[src/rtl/rxfifo_id_filter.sv]
module rxfifo_id_filter #(
  parameter int WORDS = 8,
  localparam int AW = $clog2(WORDS),
  localparam int NENT = 4 * WORDS,
  localparam int IDXW = $clog2(NENT)
) (
  input  logic            clk,
  input  logic            rst_n,
  input  logic [1:0]      cfg_fmt,
  input  logic            wr_en,
  input  logic            wr_sel,
  input  logic [AW-1:0]   wr_addr,
  input  logic [31:0]     wr_data,
  input  logic            frm_valid,
  input  logic            frm_ide,
  input  logic            frm_rtr,
  input  logic [28:0]     frm_id,
  output logic            res_valid,
  output logic            res_accept,
  output logic [IDXW-1:0] res_idx
);

  logic [31:0] tbl [WORDS];
  logic [31:0] msk [WORDS];

  always_ff @(posedge clk) begin
    if (!rst_n) begin
      for (int w = 0; w < WORDS; w++) begin
        tbl[w] <= '0;
        msk[w] <= '0;
      end
    end else if (wr_en) begin
      if (wr_sel) msk[wr_addr] <= wr_data;
      else        tbl[wr_addr] <= wr_data;
    end
  end

  wire [28:0] id_full = frm_ide ? frm_id : {18'b0, frm_id[10:0]};
  wire [10:0] id_half = frm_ide ? frm_id[28:18] : frm_id[10:0];
  wire [7:0]  id_top  = frm_ide ? frm_id[28:21] : frm_id[10:3];

  logic [WORDS-1:0]   full_hit;
  logic [2*WORDS-1:0] half_hit;
  logic [NENT-1:0]    slice_hit;

  for (genvar w = 0; w < WORDS; w++) begin : g_word
    assign full_hit[w] = (tbl[w][31] == frm_rtr) && (tbl[w][30] == frm_ide) &&
                         (((tbl[w][28:0] ^ id_full) & msk[w][28:0]) == '0);
    for (genvar h = 0; h < 2; h++) begin : g_half
      wire [15:0] ent = tbl[w][31-16*h -: 16];
      wire [15:0] em  = msk[w][31-16*h -: 16];
      assign half_hit[2*w+h] = (ent[15] == frm_rtr) && (ent[14] == frm_ide) &&
                               (((ent[10:0] ^ id_half) & em[10:0]) == '0);
    end
    for (genvar s = 0; s < 4; s++) begin : g_slice
      assign slice_hit[4*w+s] =
        ((tbl[w][31-8*s -: 8] ^ id_top) & msk[w][31-8*s -: 8]) == '0;
    end
  end

  logic [NENT-1:0] hits;
  always_comb begin
    hits = '0;
    case (cfg_fmt)
      2'd0:    hits[WORDS-1:0]   = full_hit;
      2'd1:    hits[2*WORDS-1:0] = half_hit;
      2'd2:    hits              = slice_hit;
      default: hits              = '0;
    endcase
  end

  logic [IDXW-1:0] first;
  always_comb begin
    first = '0;
    for (int i = NENT - 1; i >= 0; i--)
      if (hits[i]) first = IDXW'(i);
  end

  wire take = frm_valid && (hits != '0);

  always_ff @(posedge clk) begin
    if (!rst_n) begin
      res_valid  <= 1'b0;
      res_accept <= 1'b0;
      res_idx    <= '0;
    end else begin
      res_valid  <= frm_valid;
      res_accept <= take;
      res_idx    <= take ? first : '0;
    end
  end


  valid_follow_chk: assert property (@(posedge clk) disable iff (!rst_n)
    frm_valid |=> res_valid);

  valid_quiet_chk: assert property (@(posedge clk) disable iff (!rst_n)
    !frm_valid |=> !res_valid);

  accept_needs_valid_chk: assert property (@(posedge clk) disable iff (!rst_n)
    res_accept |-> res_valid);

  idle_idx_chk: assert property (@(posedge clk) disable iff (!rst_n)
    !res_accept |-> res_idx == '0);

  off_reject_chk: assert property (@(posedge clk) disable iff (!rst_n)
    (frm_valid && cfg_fmt == 2'd3) |=> !res_accept);

  full_range_chk: assert property (@(posedge clk) disable iff (!rst_n)
    (frm_valid && cfg_fmt == 2'd0) |=> res_idx < IDXW'(WORDS));

  half_range_chk: assert property (@(posedge clk) disable iff (!rst_n)
    (frm_valid && cfg_fmt == 2'd1) |=> res_idx < IDXW'(2 * WORDS));

endmodule

[config.mk]
export PLATFORM = sky130hd
export DESIGN_NAME = rxfifo_id_filter
export DESIGN_NICKNAME = d
export VERILOG_FILES = /design/src/rtl/rxfifo_id_filter.sv
export SDC_FILE = /design/constraint.sdc
export NUM_CORES = 1
export LEC_CHECK = 0
export ABC_CLOCK_PERIOD_IN_PS = 9400
export BUFFER_PORTS_ARGS = -buffer_cell sky130_fd_sc_hd__buf_2
export CAP_MARGIN = 5
export CORE_MARGIN = 1.5
export CORE_UTILIZATION = 61
export DETAILED_ROUTE_END_ITERATION = 8
export PLACE_DENSITY = 0.77
export SLEW_MARGIN = 20
export SYNTH_ARGS = -nofsm -noshare
export SYNTH_HDL_FRONTEND = slang
export SYNTH_SLANG_ARGS = --single-unit
[constraint.sdc]
create_clock -name clk -period 9.4 [get_ports clk]
set_clock_uncertainty 0.15 [all_clocks]
set_input_delay 0.47 -clock clk [delete_from_list [all_inputs] [get_ports clk]]
set_output_delay 0.47 -clock clk [all_outputs]
set_load 0.1 [all_outputs]
== After elaboration in Yosys (flattened, before gate mapping) ==
Memory sizes are Yosys's and may differ from the RTL's.
Cells that the tools add are included.
Widths: inputs -> output; s select.
Word-level totals
  register bits after elaboration: 7
  latch bits: 0
  bits in writable memories: 512
  ROM bits: 0
  logic and storage cells: 315
  memories: 2
Operators by class
  $add $sub $neg: 0
  multiply operators: 0
  div/mod/pow operators: 0
  $lt $le $gt $ge: 0
  equal/unequal tests: 34
  shifts and indexed selects: 0
  multiplexer cells: 52
  bitwise gates (word level): 114
  reductions and logical operators: 106
Memories
  msk: depth 8, bits a word 32, read ports 8, clocked after Yosys merged registers in 0, write ports 8, line 24  | logic [31:0] msk [WORDS];
  tbl: depth 8, bits a word 32, read ports 8, clocked after Yosys merged registers in 0, write ports 8, line 23  | logic [31:0] tbl [WORDS];
Operator list (count)
  $and 8x8->8: 32
  $logic_not 8->1: 32
  $xor 8x8->8: 32
  $and 29x29->29: 8
  $logic_not 29->1: 8
  $xor 29x29->29: 8
  $and 11x11->11: 16
  $logic_not 11->1: 16
  $xor 11x11->11: 16
  $mux 5: 16
  $mux 32: 2
  $reduce_or 32->1: 2
  $logic_and 1x1->1: 41
  $eq 1x1->1: 32
  $mux 4: 8
  $reduce_bool 32->1: 1
  $mux 29: 1
  $pmux 8 s3: 1
  $mux 3: 6
  $reduce_or 18->1: 1
  $mux 16: 1
  $pmux 8 s2: 1
  $mux 1: 12
  $mux 11: 1
  other kinds (10): 12

== Longest topological paths before layout ==
  depth after elaboration: 36
  depth in mapped cells: 15
  depth with buffers taken out: 12

== Worst setup path after synthesis ==
No wires, ideal clock.
  path type: input to register
  start point: input rst_n
  end point: memory msk[6][0] (enable)
  setup time: 0.466 ns
  arrival: 3.336 ns
  setup slack: 5.448 ns
  stages: 4
  buffers on the path: 1
  cells stage by stage: clkbuf_1 and3_1 nand2_1 o21ai_0
RTL lines
  start, declared: line 8  | input logic rst_n,
  end, declared: line 24

== Worst setup path after layout ==
  start point: input frm_ide
  end point: register res_idx[0]
Between the ends
  longest elaborated chain between the ends: 36
RTL lines
  start, declared: line 15  | input logic frm_ide,
  $mux 8: line 40  | wire [7:0] id_top = frm_ide ? frm_id[28:21] : frm_id[10:3];
  $xor 8x8->8: line 57  | ((tbl[w][31-8*s -: 8] ^ id_top) & msk[w][31-8*s -: 8]) == '0;
  $and 8x8->8: line 57
  $logic_not 8->1: line 57
  $mux 16: line 64  | case (cfg_fmt)
  $mux 5 (16 in series): line 76  | if (hits[i]) first = IDXW'(i);
  $mux 4 (8 in series): line 76
  $mux 3 (4 in series): line 76
  $mux 2 (2 in series): line 76
  $mux 1: line 76
  end signal, assigned: line 89  | res_idx <= take ? first : '0;
  end, declared: line 20  | output logic [IDXW-1:0] res_idx
Parallel ways exist; a longest one is shown, timed or not.
A chain may end at the register's enable or synchronous reset.

==> results.toml <==
[run_status]
status = "finished clean"

[worst_setup_path]
cp_max_fo = 48
crit_end = "res_idx[0]$_SDFF_PP0_"
critPathLaunchType = "input port"
rr_worst_depth = 10
endpoint_kind = "register"
crit_top_cell = "buf_4"
crit_start = "frm_ide"
cp_data_required_time_ns = 9.83
reg2reg_slack_ns = 5.79
crit_slowest_cell = "buf_4"
critPathArrivalTime_ns = 5.14
crit_chain = "buf_4 -> buf_4 -> mux2i_4 -> buf_4 -> buf_4 -> xnor2_1 -> a2111oi_0 -> nand4_1 -> nand2_1 -> nor3b_1 -> and3_1 -> and4b_4 -> a211oi_1 -> o21a_1"
r2r-end = "res_idx[0]$_SDFF_PP0_"
worstSetupPathType = "in2reg"
worstReg2RegStart = "tbl[4][30]$_SDFFCE_PN0P_"
slowest_delay_ns = 0.78

[placed_design]
gp_congestion = 1.01
port-buffer-count = 79
dp_hpwl_um = 71500

[clock_network]
clk_latency_ns = 0.64
cts_resized = 0
cts-root-buf = "clkbuf_16"
cts_tree = "done"
cts_buffers = 56
clkSinkCount = 519
cts.path.max_buffers = 3
h-tree-depth = 2
clk_pin_slew_ns = 0.06
hold_buffers = 0
cts_setup_buffers = 0

[global_route]
gr-usage-met1_pct = 51.4
grt_util_all_layers_pct = 40.6
grt_pass1_vias = 21725
grt_pass1_wl_um = 148000
use_met2_pct = 65.1
antenna_found_initial = 2
grtUsageMet3_pct = 8.18
grt_overflow_total = 0
top_usage_layer = "met2"
grt_max_degree = 49

[sta]
slew-limit-headroom_pct = 36.2
rsz0062_at_grt = "false"
worst_pin_slew_ns = 0.949
final.setup.tns_ns = 0
hold_viol = 0
fin_crit_sh_pct = 50.2
slew_violations = 0
setup_viol_count_final = 0
fin_crit_ns = 4.72
max_freq_mhz = 212

[logic_synthesis]
synth_top_flop_cell = "edfxtp_1"
syn_nets = 2691
yosysTopAreaCellShare_pct = 50.0
ys_ff_latch = 519
synth_common_cells = "513 x and2_1, 512 x edfxtp_1, 503 x xnor2_1, 150 x a22oi_1, 116 x xor2_1"
yosysTopAreaCell = "edfxtp_1"
netlist_area_sq_um = 30800
synth_cell_types = 68
async_flop_share_pct = 0
yosys_warnings = 0
synth_area_leaders = "edfxtp_1 50%, xnor2_1 14%, and2_1 10%, a22oi_1 3.7%, xor2_1 3.3%"
yosysSeqAreaShare_pct = 50.5
synth_edf_count = 512
synthCells = 2614
avgSynthCellArea_sq_um = 11.8
synth_most_common_cell = "and2_1"

[route]
vias = 22243
wire_per_inst_um = 31.0
drtAntennaViolNets = 0
drt_first_pass_iters = 6
detail_route.iter0.violations = 2880
drt-total-wl_um = 105000
viasPerCell = 6.60
drc_errors = 0

[die]
row_count = 82
dieArea_sq_um = 51800
die_w_um = 228
fp.coreArea_sq_um = 50000
ios = 80
fp.dieH_um = 228
start_util_pct = 61.5

[final_layout]
drive_above_1_share_pct = 10.1
syn_to_final_growth_pct = 9.19
layout.nets = 2731
nFillCells = 3759
final_util_pct = 67.2

[power_and_ir_drop]
leakage_nw = 11.7
power_density_nw_per_um2 = 179
ir_worst_vdd_mv = 0.149

[flow_run]
drv_cap = 0

[min_path]
hold_class = "in2reg"
## cell families after synthesis
| kind of cell | share of synthesized area (%) |
|---|---|
| mux | 2.57 |
| flops | 50.5 |
| simple gates | 16.7 |
| buf+inv | 2.96 |
| compound gates | 9.48 |
| fa+ha+maj | 0.163 |
| xor+xnor | 17.6 |
## cell type report
cell class                 instances  area, sq um  area share, %
antenna                            1         2.50        0.00745
clock buffer                      72         1550           4.62
clock inverter                    30          278          0.827
inverter                          17         63.8          0.190
multi-input combinational       1926        14400           43.0
sequential                       519        15500           46.2
tap                              672          841           2.50
timing repair buffer             134          891           2.65
## metal layers
layer  part of all wire, %  up-vias
met5                 0.012        -
met4                   6.4        2
met3                    11      356
met2                    46     1434
met1                    36    10988
li1                      -     9463
## worst min path at each step
stage                     start                  endpoint  slack, ns  cells after the start
floorplan           wr_data[31]  msk[0][31]$_SDFFCE_PN0P_       0.52                      1
global placement      frm_valid      res_valid$_SDFF_PN0_       0.77                      2
detailed placement    frm_valid      res_valid$_SDFF_PN0_       0.76                      2
CTS                   frm_valid      res_valid$_SDFF_PN0_       0.11                      2
global route          frm_valid      res_valid$_SDFF_PN0_       0.12                      2
finish                frm_valid      res_valid$_SDFF_PN0_       0.12                      2
## through the flow
stage	hold slack (ns)	instances	worst slack, ns	power, mW	cell area [sq um]
final	0.122	3371	4.68	6.03	33600
after global routing	0.122	3370	4.56	6.16	33600
after CTS	0.110	3367	4.80	5.99	33500
after detailed placement	0.760	3265	4.16	3.81	31700
after global placement	0.766	3264	4.30	3.79	31600
after floorplan	0.518	2614	5.45	3.48	30800
## cell usage in the layout, fill, tap and decap left out, types with 25 or more instances in the layout
master and count:
and2_1 513, edfxtp_1 512, xnor2_1 503, a22oi_1 150, xor2_1 116, nand2_1 106, buf_2 78, nand2b_1 64
nand4_1 58, clkbuf_16 57, mux2i_1 55, buf_4 52, a222oi_1 38, o21ai_0 26, a21oi_1 25
## state kept, by name, indices dropped and copies added, names as in the netlist
| register | cells |
|---|---|
| msk | 256 |
| res_accept | 1 |
| res_idx | 5 |
| res_valid | 1 |
| tbl | 256 |
## worst max-delay path, delay by kind of cell
family	cells	cell delay, ns
simple gates	5	1.06
buf+inv	4	2.24
mux	1	0.33
xor+xnor	1	0.12
compound gates	3	0.84
## report_power, final
group / internal [mW] / switching [mW]
combinational: 0.371 / 0.589
sequential: 2.68 / 0.152
clock: 1.29 / 0.937
Power figures use the tool's default switching activity.
